### src/rtl/mem_io_decoder_pkg.sv
package mem_io_decoder_pkg;

    // Active-high internal view of one decode result.
    typedef struct packed {
        logic ram;
        logic rom;
        logic mmio;
        logic kbd;
        logic ser;
        logic no_dev;
        logic rom_wr_err;
    } dec_t;

    localparam dec_t DEC_IDLE = '0;

endpackage

### src/rtl/region_match.sv
module region_match #(
    parameter int              ADDR_W    = 20,
    parameter int              SIZE_LOG2 = 15,
    parameter logic [ADDR_W-1:0] BASE    = '0
) (
    input  logic [ADDR_W-1:0] addr,
    output logic              hit
);
    localparam logic [ADDR_W-1:0] LOW_ONES = ADDR_W'((64'd1 << SIZE_LOG2) - 64'd1);
    localparam logic [ADDR_W-1:0] HI_MASK  = ~LOW_ONES;

    always_comb begin
        hit = (((addr ^ BASE) & HI_MASK) == '0);
    end
endmodule

### src/rtl/decode_core.sv
module decode_core
    import mem_io_decoder_pkg::*;
#(
    parameter int              ADDR_W     = 20,
    parameter int              IO_W       = 16,
    parameter int              RAM_LOG2   = 15,
    parameter int              ROM_LOG2   = 13,
    parameter logic [ADDR_W-1:0] MMIO_BASE = 20'hA0000,
    parameter int              MMIO_LOG2  = 4,
    parameter logic [IO_W-1:0] KBD_PORT   = 16'h0060,
    parameter logic [IO_W-1:0] SER_PORT   = 16'h03F8
) (
    input  logic [ADDR_W-1:0] addr,
    input  logic              mem_io,
    input  logic              rd_n,
    input  logic              wr_n,
    output dec_t              dec
);
    localparam logic [ADDR_W-1:0] RAM_BASE = '0;
    localparam logic [ADDR_W-1:0] ROM_BASE = {ADDR_W{1'b1}} << ROM_LOG2;
    localparam int NUM_MEM = 3;
    localparam int NUM_IO  = 2;

    localparam int                  MEM_LOG2 [NUM_MEM] = '{RAM_LOG2, ROM_LOG2, MMIO_LOG2};
    localparam logic [ADDR_W-1:0]   MEM_BASE [NUM_MEM] = '{RAM_BASE, ROM_BASE, MMIO_BASE};
    localparam logic [IO_W-1:0]     IO_PORT  [NUM_IO]  = '{KBD_PORT, SER_PORT};

    logic [NUM_MEM-1:0] mem_hit;
    logic [NUM_IO-1:0]  io_hit;

    generate
        for (genvar g = 0; g < NUM_MEM; g++) begin : g_mem
            region_match #(
                .ADDR_W   (ADDR_W),
                .SIZE_LOG2(MEM_LOG2[g]),
                .BASE     (MEM_BASE[g])
            ) u_match (
                .addr(addr),
                .hit (mem_hit[g])
            );
        end
        for (genvar p = 0; p < NUM_IO; p++) begin : g_io
            region_match #(
                .ADDR_W   (IO_W),
                .SIZE_LOG2(0),
                .BASE     (IO_PORT[p])
            ) u_port (
                .addr(addr[IO_W-1:0]),
                .hit (io_hit[p])
            );
        end
    endgenerate

    logic strobe;
    logic is_wr;
    logic any_hit;

    always_comb begin
        strobe  = !rd_n || !wr_n;
        is_wr   = !wr_n;
        dec     = DEC_IDLE;
        any_hit = 1'b0;
        if (strobe) begin
            if (mem_io) begin
                any_hit = |mem_hit;
                dec.ram = mem_hit[0];
                dec.mmio = mem_hit[2];
                if (mem_hit[1]) begin
                    if (is_wr) begin
                        dec.rom_wr_err = 1'b1;
                    end else begin
                        dec.rom = 1'b1;
                    end
                end
            end else begin
                any_hit = |io_hit;
                dec.kbd = io_hit[0];
                dec.ser = io_hit[1];
            end
            dec.no_dev = !any_hit;
        end
    end
endmodule

### src/rtl/dec_stage.sv
module dec_stage
    import mem_io_decoder_pkg::*;
#(
    parameter bit REG_OUT = 1'b1
) (
    input  logic clk,
    input  logic rst_n,
    input  dec_t d,
    output dec_t q
);
    generate
        if (REG_OUT) begin : g_reg
            dec_t q_r;
            always_ff @(posedge clk or negedge rst_n) begin
                if (!rst_n) begin
                    q_r <= DEC_IDLE;
                end else begin
                    q_r <= d;
                end
            end
            assign q = q_r;
        end else begin : g_comb
            logic unused_clk;
            assign unused_clk = clk ^ rst_n;
            assign q = d;
        end
    endgenerate
endmodule

### src/rtl/mem_io_decoder.sv
module mem_io_decoder
    import mem_io_decoder_pkg::*;
#(
    parameter int              ADDR_W     = 20,
    parameter int              IO_W       = 16,
    parameter int              RAM_LOG2   = 15,
    parameter int              ROM_LOG2   = 13,
    parameter logic [ADDR_W-1:0] MMIO_BASE = 20'hA0000,
    parameter int              MMIO_LOG2  = 4,
    parameter logic [IO_W-1:0] KBD_PORT   = 16'h0060,
    parameter logic [IO_W-1:0] SER_PORT   = 16'h03F8,
    parameter bit              REG_OUT    = 1'b1
) (
    input  logic              clk,
    input  logic              rst_n,
    input  logic [ADDR_W-1:0] addr,
    input  logic              mem_io,
    input  logic              rd_n,
    input  logic              wr_n,
    output logic              ram_cs_n,
    output logic              rom_cs_n,
    output logic              mmio_cs_n,
    output logic              kbd_cs_n,
    output logic              ser_cs_n,
    output logic              no_dev,
    output logic              rom_wr_err
);
    dec_t dec_raw;
    dec_t dec_out;

    decode_core #(
        .ADDR_W   (ADDR_W),
        .IO_W     (IO_W),
        .RAM_LOG2 (RAM_LOG2),
        .ROM_LOG2 (ROM_LOG2),
        .MMIO_BASE(MMIO_BASE),
        .MMIO_LOG2(MMIO_LOG2),
        .KBD_PORT (KBD_PORT),
        .SER_PORT (SER_PORT)
    ) u_core (
        .addr  (addr),
        .mem_io(mem_io),
        .rd_n  (rd_n),
        .wr_n  (wr_n),
        .dec   (dec_raw)
    );

    dec_stage #(
        .REG_OUT(REG_OUT)
    ) u_stage (
        .clk  (clk),
        .rst_n(rst_n),
        .d    (dec_raw),
        .q    (dec_out)
    );

    always_comb begin
        ram_cs_n   = !dec_out.ram;
        rom_cs_n   = !dec_out.rom;
        mmio_cs_n  = !dec_out.mmio;
        kbd_cs_n   = !dec_out.kbd;
        ser_cs_n   = !dec_out.ser;
        no_dev     = dec_out.no_dev;
        rom_wr_err = dec_out.rom_wr_err;
    end
endmodule

### config.mk
export PLATFORM = sky130hd
export DESIGN_NAME = mem_io_decoder
export DESIGN_NICKNAME = d
export VERILOG_FILES = /design/src/rtl/mem_io_decoder_pkg.sv /design/src/rtl/region_match.sv /design/src/rtl/decode_core.sv /design/src/rtl/dec_stage.sv /design/src/rtl/mem_io_decoder.sv
export SDC_FILE = /design/constraint.sdc
export NUM_CORES = 1
export LEC_CHECK = 0
export BUFFER_PORTS_ARGS = -buffer_cell sky130_fd_sc_hd__buf_2
export CORE_MARGIN = 2
export CORE_UTILIZATION = 30
export CTS_CLUSTER_SIZE = 40
export DETAILED_ROUTE_END_ITERATION = 8
export PLACE_DENSITY = 0.62
export SYNTH_ARGS = -nofsm -noshare
export SYNTH_HDL_FRONTEND = slang
export SYNTH_SLANG_ARGS = --single-unit
### constraint.sdc
create_clock -name clk -period 0.8 [get_ports clk]
set_clock_uncertainty 0.1 [all_clocks]
set_input_delay 0.08 -clock clk [delete_from_list [all_inputs] [get_ports clk]]
set_output_delay 0.08 -clock clk [all_outputs]
set_load 0.005 [all_outputs]
==> impl_metrics.csv, run 1 <==
group,metric,value,unit
run_status,status,"finished, violations left",
run_status,violations,"negative hold slack, negative setup slack",
finish,drive_above_1_share,0.581,
power_and_ir_drop,power.internal,0.646,mW
placed_design,portBuffers,31,
finish,stdcell_count,101,
timing,hold_slack,-0.0648,ns
floorplanning,die_w,40.6,um
timing,hold_viol,2,
synthesis,synth_area_leaders,"dfrtp_1, nand4b_4, nor2_1",
worst_setup_path,crit_fanout,3,
floorplanning,rows,13,
worst_setup_path,crit_path_end_kind,"flip-flop",
placed_design,gp_congestion,0.726,
job,maxCapViolations,0,
routing,wl_per_cell,9.09,um
finish,nNetsFinal,112,
timing,min_period,1.04,ns
global_route,met2_usage,0.226,
finish,final_cell_mix,"buf_2, buf_4, dfrtp_1, nor2_1, inv_1",
power_and_ir_drop,p_switching,0.182,mW
synthesis,yosysUniqueCellTypes,19,
synthesis,ys_seq_area_frac,0.436,
synthesis,syn-cell-area,402,um^2
global_route,use_met1,0.132,
synthesis,ys_seq_elements,7,
floorplanning,die_y,40.6,um
clock_network,cts_tree,"yes",
routing,dr.pass1.iters,4,
synthesis,yosysWarnings,0,
timing,fin_tns_setup,-1.16,ns
worst_setup_path,max_stage_delay,0.53,ns
global_route,grt_usage,0.129,
finish,largest_register_ffs,7,
routing,drc,0,
finish,fin_util,0.571,
finish,final_common_cell,"buf_2",
clock_network,clk_pin_slew_worst_paths,0.05,ns
routing,num_vias,466,
timing,fin_crit_sh,1.31,
clock_network,ctsHoldBuffers,1,
synthesis,syn_nets,66,
timing,setup_ws,-0.244,ns
worst_setup_path,critical_path_class,"input port to flip-flop",
clock_network,cts_inserted_buffers,3,
timing,finalSetupViolations,10,
synthesis,avgSynthCellArea,9.80,um^2
clock_network,clock-sinks,7,
placed_design,dp_hpwl,839,um
global_route,grt_max_degree,8,
timing,max_clock_freq,0.958,GHz
global_route,busiest_layer,"met2",
finish,diodes,0,
power_and_ir_drop,power_frac_clock,0.365,
global_route,grt_pass1_vias,379,
power_and_ir_drop,leakage,0.371,nW
global_route,grt_pass1_wl,1380,um
clock_network,cts-root-buf,"clkbuf_4",
timing,max_slew_margin,0.816,
synthesis,syn_inst,41,
floorplanning,design.portCount,32,
power_and_ir_drop,powerDensity,1140,nW/um^2
synthesis,synth_top_area_frac,0.436,
worst_hold_path,hold_depth,2,
power_and_ir_drop,switching_share,0.220,
worst_setup_path,startpoint_type,"input port",
routing,wl,918,um
global_route,grt_overflow,0,
clock_network,h-tree-depth,1,
worst_setup_path,crit_slowest_cell,"or4_4",
clock_network,cts_setup_buffers,0,
finish,syn_to_final_growth,80.4,%
placed_design,place_ws,-0.510,ns
floorplanning,core-area,1270,um^2
synthesis,synth_largest_area_cell,"dfrtp_1",
routing,drt_iter0_markers,8,
timing,rsz0062_at_grt,"true",
power_and_ir_drop,vdd_drop_max,0.388,mV
global_route,antenna_found_initial,0,
power_and_ir_drop,p_comb_frac,0.202,
floorplanning,initial_core_util,0.317,
worst_setup_path,crit_chain,"buf_6 > or4_4 > nand4b_4 > nand3b_4 > a222oi_1",
power_and_ir_drop,finalPower,0.828,mW
power_and_ir_drop,p_seq_frac,0.433,
global_route,grt_use_met3,0.0222,
routing,ant_nets,0,
routing,viasPerCell,4.61,
timing,slew_viol_final,0,
placed_design,dp.cells,96,
worst_setup_path,cp.required,0.82,ns
floorplanning,dieArea,1650,um^2
worst_setup_path,crit_arrival,1.06,ns
clock_network,cts-root-to-sink-buffers,2,
timing,worst_pin_slew,0.273,ns
worst_hold_path,hp-class,"input port to flip-flop",
[Yosys cell counts]
library cell	number
nand4_1	1
o21ai_0	1
nor2_1	6
nor4_4	1
nand3b_2	1
nand3_1	2
inv_1	5
nor4_1	2
dfrtp_1	7
and4_1	2
and2_1	1
nor4b_1	1
a222oi_1	1
or4_4	1
nor4bb_1	1
nand2_1	4
and3_1	1
nor3_1	2
nand4b_4	1
[worst paths after layout]
kind | from | endpoint | slack (ns)
max | addr[4] | u_stage.q[1] | -0.24
min | wr_n | u_stage.q[0] | -0.06
max in group asynchronous | rst_n | u_stage.q[6] | 0.36
min in group asynchronous | rst_n | u_stage.q[4] | 0.09
[timing repair]
| action | 4_1_cts | 5_1_grt |
|---|---|---|
| gates resized for setup | 4 | 4 |
| pin swaps | 1 | 1 |
| setup endpoints to repair | 10 | 11 |
| hold endpoints to repair | 10 | 2 |
[worst max-delay path: cells and delay by family]
kind	cells	cell delay (ns)
buffers and inverters	1	0.09
AND/OR/NAND/NOR	3	0.83
AO/OA/AOI/OAI	1	0.06
[layer usage]
metal	wire, um	up-vias
li1	-	241
met1	347	197
met2	459	28
met3	111	0
met4	0	0
met5	0	-
[final cells by class]
cell class	instances	area, um^2
multi-input cells	29	228
well taps	15	18.8
repair buffers	41	258
inverters	5	18.8
flip-flops and latches	7	175
clock buffers	4	26.3
fillers	117	544
[cells by family after synthesis]
kind of cell    after synthesis  share of synthesized area
compound gates                2                     0.0374
buf+inv                       5                     0.0467
simple gates                 27                      0.480
flops                         7                      0.436
[through the flow]
step           area [um^2]  hold WS, ns
2_1_floorplan          402       -0.316
3_3_place_gp           643       -0.185
4_1_cts                704      -0.0716
3_5_place_dp           643       -0.185
6_report               724      -0.0648
5_1_grt                724      -0.0494
[power groups by stage]
stage	sequential, mW	clock (mW)	combinational, mW
after floorplan	0.366	0	0.0323
after global placement	0.365	0	0.146
after detailed placement	0.365	0	0.148
after CTS	0.359	0.318	0.164
after global routing	0.359	0.329	0.184
final	0.359	0.302	0.167
(Power assumes the default switching activity.)
==> run 2: changes to the inputs <==
- CELL_PAD_IN_SITES_DETAIL_PLACEMENT: default -> 0
- CELL_PAD_IN_SITES_GLOBAL_PLACEMENT: default -> 1
- CORE_UTILIZATION: 30 -> 25
- PLACE_DENSITY: 0.62 -> 0.73
==> impl_metrics.csv, run 2 (synthesized netlist as in run 1, its figures left out) <==
group,metric,value,unit
worst_setup_path,crit_path_end_kind,"flip-flop",
worst_setup_path,cp_num_cells,5,
routing,drc,0,
run_status,status,"finished, violations left",
floorplanning,die_w,44.1,um
worst_setup_path,crit_arrival,1.04,ns
floorplanning,dieArea,1940,um^2
routing,num_vias,475,
timing,min_period,1.03,ns
placed_design,portBuffers,31,
routing,wl,1040,um
floorplanning,rows,14,
finish,design_area,714,um^2
routing,met3_length,99,um
power_and_ir_drop,switching_share,0.217,
timing,max_clock_freq,0.972,GHz
worst_setup_path,crit_slowest_cell,"or4_4",
global_route,antenna_found_initial,0,
worst_setup_path,startpoint_type,"input port",
timing,hold_slack,-0.0494,ns
routing,wl_met2,544,um
timing,worst_pin_slew,0.275,ns
timing,slew_viol_final,0,
finish,syn_to_final_growth,77.9,%
finish,nNetsFinal,112,
timing,max_slew_margin,0.814,
worst_hold_path,hold_end,"u_stage.q[0]",
timing,rsz0062_at_grt,"true",
placed_design,place_ws,-0.500,ns
routing,wl_met1,387,um
power_and_ir_drop,power_frac_clock,0.362,
timing,hold_viol,2,
routing,wl_per_cell,10.2,um
power_and_ir_drop,vdd_drop_max,0.317,mV
finish,multi_input_area,216,um^2
worst_setup_path,crit_fanout,3,
timing,finalSetupViolations,11,
global_route,grt_overflow,0,
power_and_ir_drop,powerDensity,1150,nW/um^2
finish,final_common_cell,"buf_2",
floorplanning,core-area,1510,um^2
finish,drive_above_1_share,0.570,
clock_network,cts-root-buf,"clkbuf_4",
finish,final_cell_mix,"buf_2, buf_4, dfrtp_1, nor2_1, inv_1",
worst_hold_path,worstHoldStart,"wr_n",
finish,largest_register_ffs,7,
finish,diodes,0,
floorplanning,design.portCount,32,
worst_setup_path,critical_path_class,"input port to flip-flop",
finish,regArea,175,um^2
clock_network,clock-sinks,7,
routing,highest_layer,"met4",
power_and_ir_drop,leakage,0.369,nW
power_and_ir_drop,p_seq_frac,0.436,
finish,fillers,154,
worst_setup_path,max_stage_delay,0.54,ns
global_route,grt_pass1_vias,406,
placed_design,placed_cell_area,644,um^2
placed_design,gp_congestion,0.752,
routing,drt_iter0_markers,6,
clock_network,h-tree-depth,1,
timing,fin_crit_sh,1.29,
power_and_ir_drop,p_comb_frac,0.202,
floorplanning,die_y,44.1,um
worst_setup_path,crit_chain,"buf_6 > or4_4 > nand4b_4 > nand3b_2 > a222oi_1",
worst_hold_path,hold_depth,2,
clock_network,cts_inserted_buffers,3,
run_status,violations,"negative hold slack, negative setup slack",
job,maxCapViolations,0,
clock_network,ctsHoldBuffers,1,
power_and_ir_drop,p_switching,0.179,mW
worst_setup_path,path_delay_family,"simple AND/OR/NAND/NOR gates",
routing,ant_nets,0,
placed_design,dp_hpwl,887,um
floorplanning,initial_core_util,0.267,
worst_setup_path,cp_num_buf_inv,1,
worst_setup_path,cp.required,0.82,ns
routing,viasPerCell,4.66,
timing,fin_tns_setup,-1.18,ns
power_and_ir_drop,power.internal,0.646,mW
global_route,grt_usage,0.106,
worst_hold_path,hp-class,"input port to flip-flop",
timing,setup_ws,-0.229,ns
clock_network,cts-root-to-sink-buffers,2,
clock_network,clk_pin_slew_worst_paths,0.05,ns
global_route,grt_pass1_wl,1500,um
global_route,grt_max_degree,8,
clock_network,cts_tree,"yes",
routing,dr.pass1.iters,4,
clock_network,cts_setup_buffers,0,
## run 2: cell counts in the layout (fill, tap and decap cells not counted)
No cell type changed its count.
## run 2: metrics by stage
stage               hold WS, ns  instances  power (mW)   util
floorplan                -0.316         41       0.398      -
global placement         -0.188         97       0.511  0.428
detailed placement       -0.183         97       0.513  0.428
CTS                     -0.0589        102       0.840  0.473
global route            -0.0519        102       0.893  0.474
finish                  -0.0494        102       0.825  0.474
## run 2: metal layers
| layer | track usage | up-vias |
|---|---|---|
| li1 | - | 242 |
| met3 | 0.0163 | 2 |
| met1 | 0.115 | 209 |
| met5 | 0 | - |
| met4 | 0.0727 | 0 |
| met2 | 0.188 | 22 |
## run 2: layout make-up
class,instances,share of cell area
repair buffers,41,0.361
multi-input cells,29,0.303
flip-flops and latches,7,0.245
clock buffers,4,0.0368
well taps,16,0.0280
inverters,5,0.0263
## run 2: power groups by stage
| stage | Sequential [mW] | Clock (mW) | Combinational (mW) |
|---|---|---|---|
| floorplan | 0.366 | 0 | 0.0323 |
| global placement | 0.365 | 0 | 0.147 |
| detailed placement | 0.365 | 0 | 0.149 |
| CTS | 0.359 | 0.314 | 0.167 |
| global route | 0.358 | 0.353 | 0.181 |
| finish | 0.359 | 0.299 | 0.167 |
## run 2: how the worst max path moves through the flow
stage	start	end
floorplan	addr[4]	u_stage.q[1]
global placement	addr[4]	u_stage.q[1]
detailed placement	addr[4]	u_stage.q[1]
CTS	addr[8]	u_stage.q[1]
global route	addr[8]	u_stage.q[1]
finish	addr[8]	u_stage.q[1]
## run 2: timing repair
item,in CTS,in global routing
endpoints found under the hold margin,10,3
pin swaps,4,1
resized for setup,5,1
setup endpoints to repair,11,12
==> run 3: changes to the inputs <==
- PLACE_DENSITY: 0.73 -> default
- PLACE_DENSITY_LB_ADDON: default -> 0.2
- SLEW_MARGIN: default -> 20
==> impl_metrics.csv, run 3 (synthesized netlist as in run 1, its figures left out) <==
group,metric,value,unit
run_status,status,"finished, violations left",
run_status,violations,"negative hold slack, negative setup slack",
clock_network,ctsHoldBuffers,1,
clock_network,cts_tree,"yes",
timing,slew_viol_final,0,
finish,syn_to_final_growth,83.8,%
global_route,grt_pass1_vias,460,
timing,hold_slack,-0.0611,ns
floorplanning,die_w,44.1,um
clock_network,h-tree-depth,1,
power_and_ir_drop,finalPower,0.835,mW
power_and_ir_drop,powerDensity,1130,nW/um^2
worst_setup_path,crit_path_end_kind,"flip-flop",
power_and_ir_drop,vdd_drop_max,0.325,mV
floorplanning,initial_core_util,0.267,
finish,nNetsFinal,114,
worst_setup_path,startpoint_type,"input port",
clock_network,clk_pin_slew_worst_paths,0.05,ns
worst_setup_path,cp.required,0.82,ns
timing,rsz0062_at_grt,"true",
worst_setup_path,crit_fanout,3,
worst_hold_path,hold_depth,2,
routing,drt_iter0_markers,9,
floorplanning,design.portCount,32,
worst_setup_path,critical_path_class,"input port to flip-flop",
routing,viasPerCell,4.42,
finish,final_cell_mix,"buf_2, buf_4, dfrtp_1, nor2_1, inv_1",
global_route,grt_pass1_wl,1730,um
placed_design,place_ws,-0.496,ns
global_route,grt_overflow,0,
routing,drc,0,
job,maxCapViolations,0,
placed_design,dp_hpwl,882,um
global_route,antenna_found_initial,0,
routing,wl,1010,um
floorplanning,core-area,1510,um^2
clock_network,clock-sinks,7,
timing,max_clock_freq,0.982,GHz
floorplanning,die_y,44.1,um
worst_setup_path,crit_arrival,1.04,ns
finish,stdcell_count,104,
clock_network,cts-root-buf,"clkbuf_4",
global_route,grt_max_degree,8,
placed_design,portBuffers,31,
timing,fin_crit_sh,1.27,
routing,num_vias,460,
finish,diodes,0,
global_route,grt_usage,0.122,
routing,ant_nets,0,
finish,final_common_cell,"buf_2",
worst_hold_path,worstHoldStart,"wr_n",
placed_design,dp.cells,98,
timing,min_period,1.02,ns
timing,worst_pin_slew,0.280,ns
timing,max_slew_margin,0.814,
placed_design,gp_congestion,0.737,
worst_hold_path,hold_end,"u_stage.q[0]",
finish,drive_above_1_share,0.602,
clock_network,cts_inserted_buffers,3,
routing,dr.pass1.iters,4,
power_and_ir_drop,leakage,0.383,nW
floorplanning,dieArea,1940,um^2
timing,hold_viol,2,
worst_hold_path,hp-class,"input port to flip-flop",
timing,setup_ws,-0.218,ns
clock_network,cts-root-to-sink-buffers,2,
finish,largest_register_ffs,7,
timing,finalSetupViolations,10,
routing,wl_per_cell,9.69,um
floorplanning,rows,14,
run 3: cell types whose count changed in the layout (fill, tap and decap cells not counted), sizes merged:
cell / before / now
buf: 40 / 42
run 3: area by class of cell:
cell class	count	area (um^2)
repair buffers	43	267
clock buffers	4	26.3
fillers	151	768
flip-flops and latches	7	175
multi-input cells	29	231
inverters	5	18.8
well taps	16	20.0
run 3: worst max path at each step:
stage / from / to / cells past startpoint
3_5_place_dp: addr[4] / u_stage.q[1] / 5
5_1_grt: addr[7] / u_stage.q[1] / 5
2_1_floorplan: addr[4] / u_stage.q[1] / 4
3_3_place_gp: addr[4] / u_stage.q[1] / 5
4_1_cts: addr[8] / u_stage.q[1] / 5
6_report: addr[8] / u_stage.q[1] / 5
run 3: critical path, stage by stage:
cell and delay, ns:
buf_6 0.09, or4_4 0.53, nand4b_4 0.19, nand3b_2 0.08, a222oi_1 0.06
run 3: repair_timing:
action | in CTS | in global routing
cloned | 0 | 0
pin swaps | 3 | 1
gates resized for setup | 4 | 5
setup endpoints to repair | 11 | 11
hold endpoints to repair | 10 | 2
setup buffers | 0 | 1
run 3: routing by layer:
layer	up-vias	global-route usage	part of all wire
met4	0	0.0909	0
met2	20	0.212	0.53
met5	-	0	0
met3	0	0.0245	0.063
met1	195	0.130	0.40
li1	245	-	-
run 3: through the flow:
step / cell area [um^2] / setup TNS, ns / utilization
floorplan: 402 / -0.929 / -
CTS: 713 / -1.29 / 0.473
global placement: 652 / -1.82 / 0.433
global route: 738 / -1.62 / 0.490
detailed placement: 652 / -1.76 / 0.433
finish: 738 / -1.21 / 0.490
run 3: where the power goes:
part / switching [mW] / internal, mW
Combinational: 0.0710 / 0.0983
Clock: 0.117 / 0.190
Sequential: 0.000780 / 0.358
Total: 0.189 / 0.646
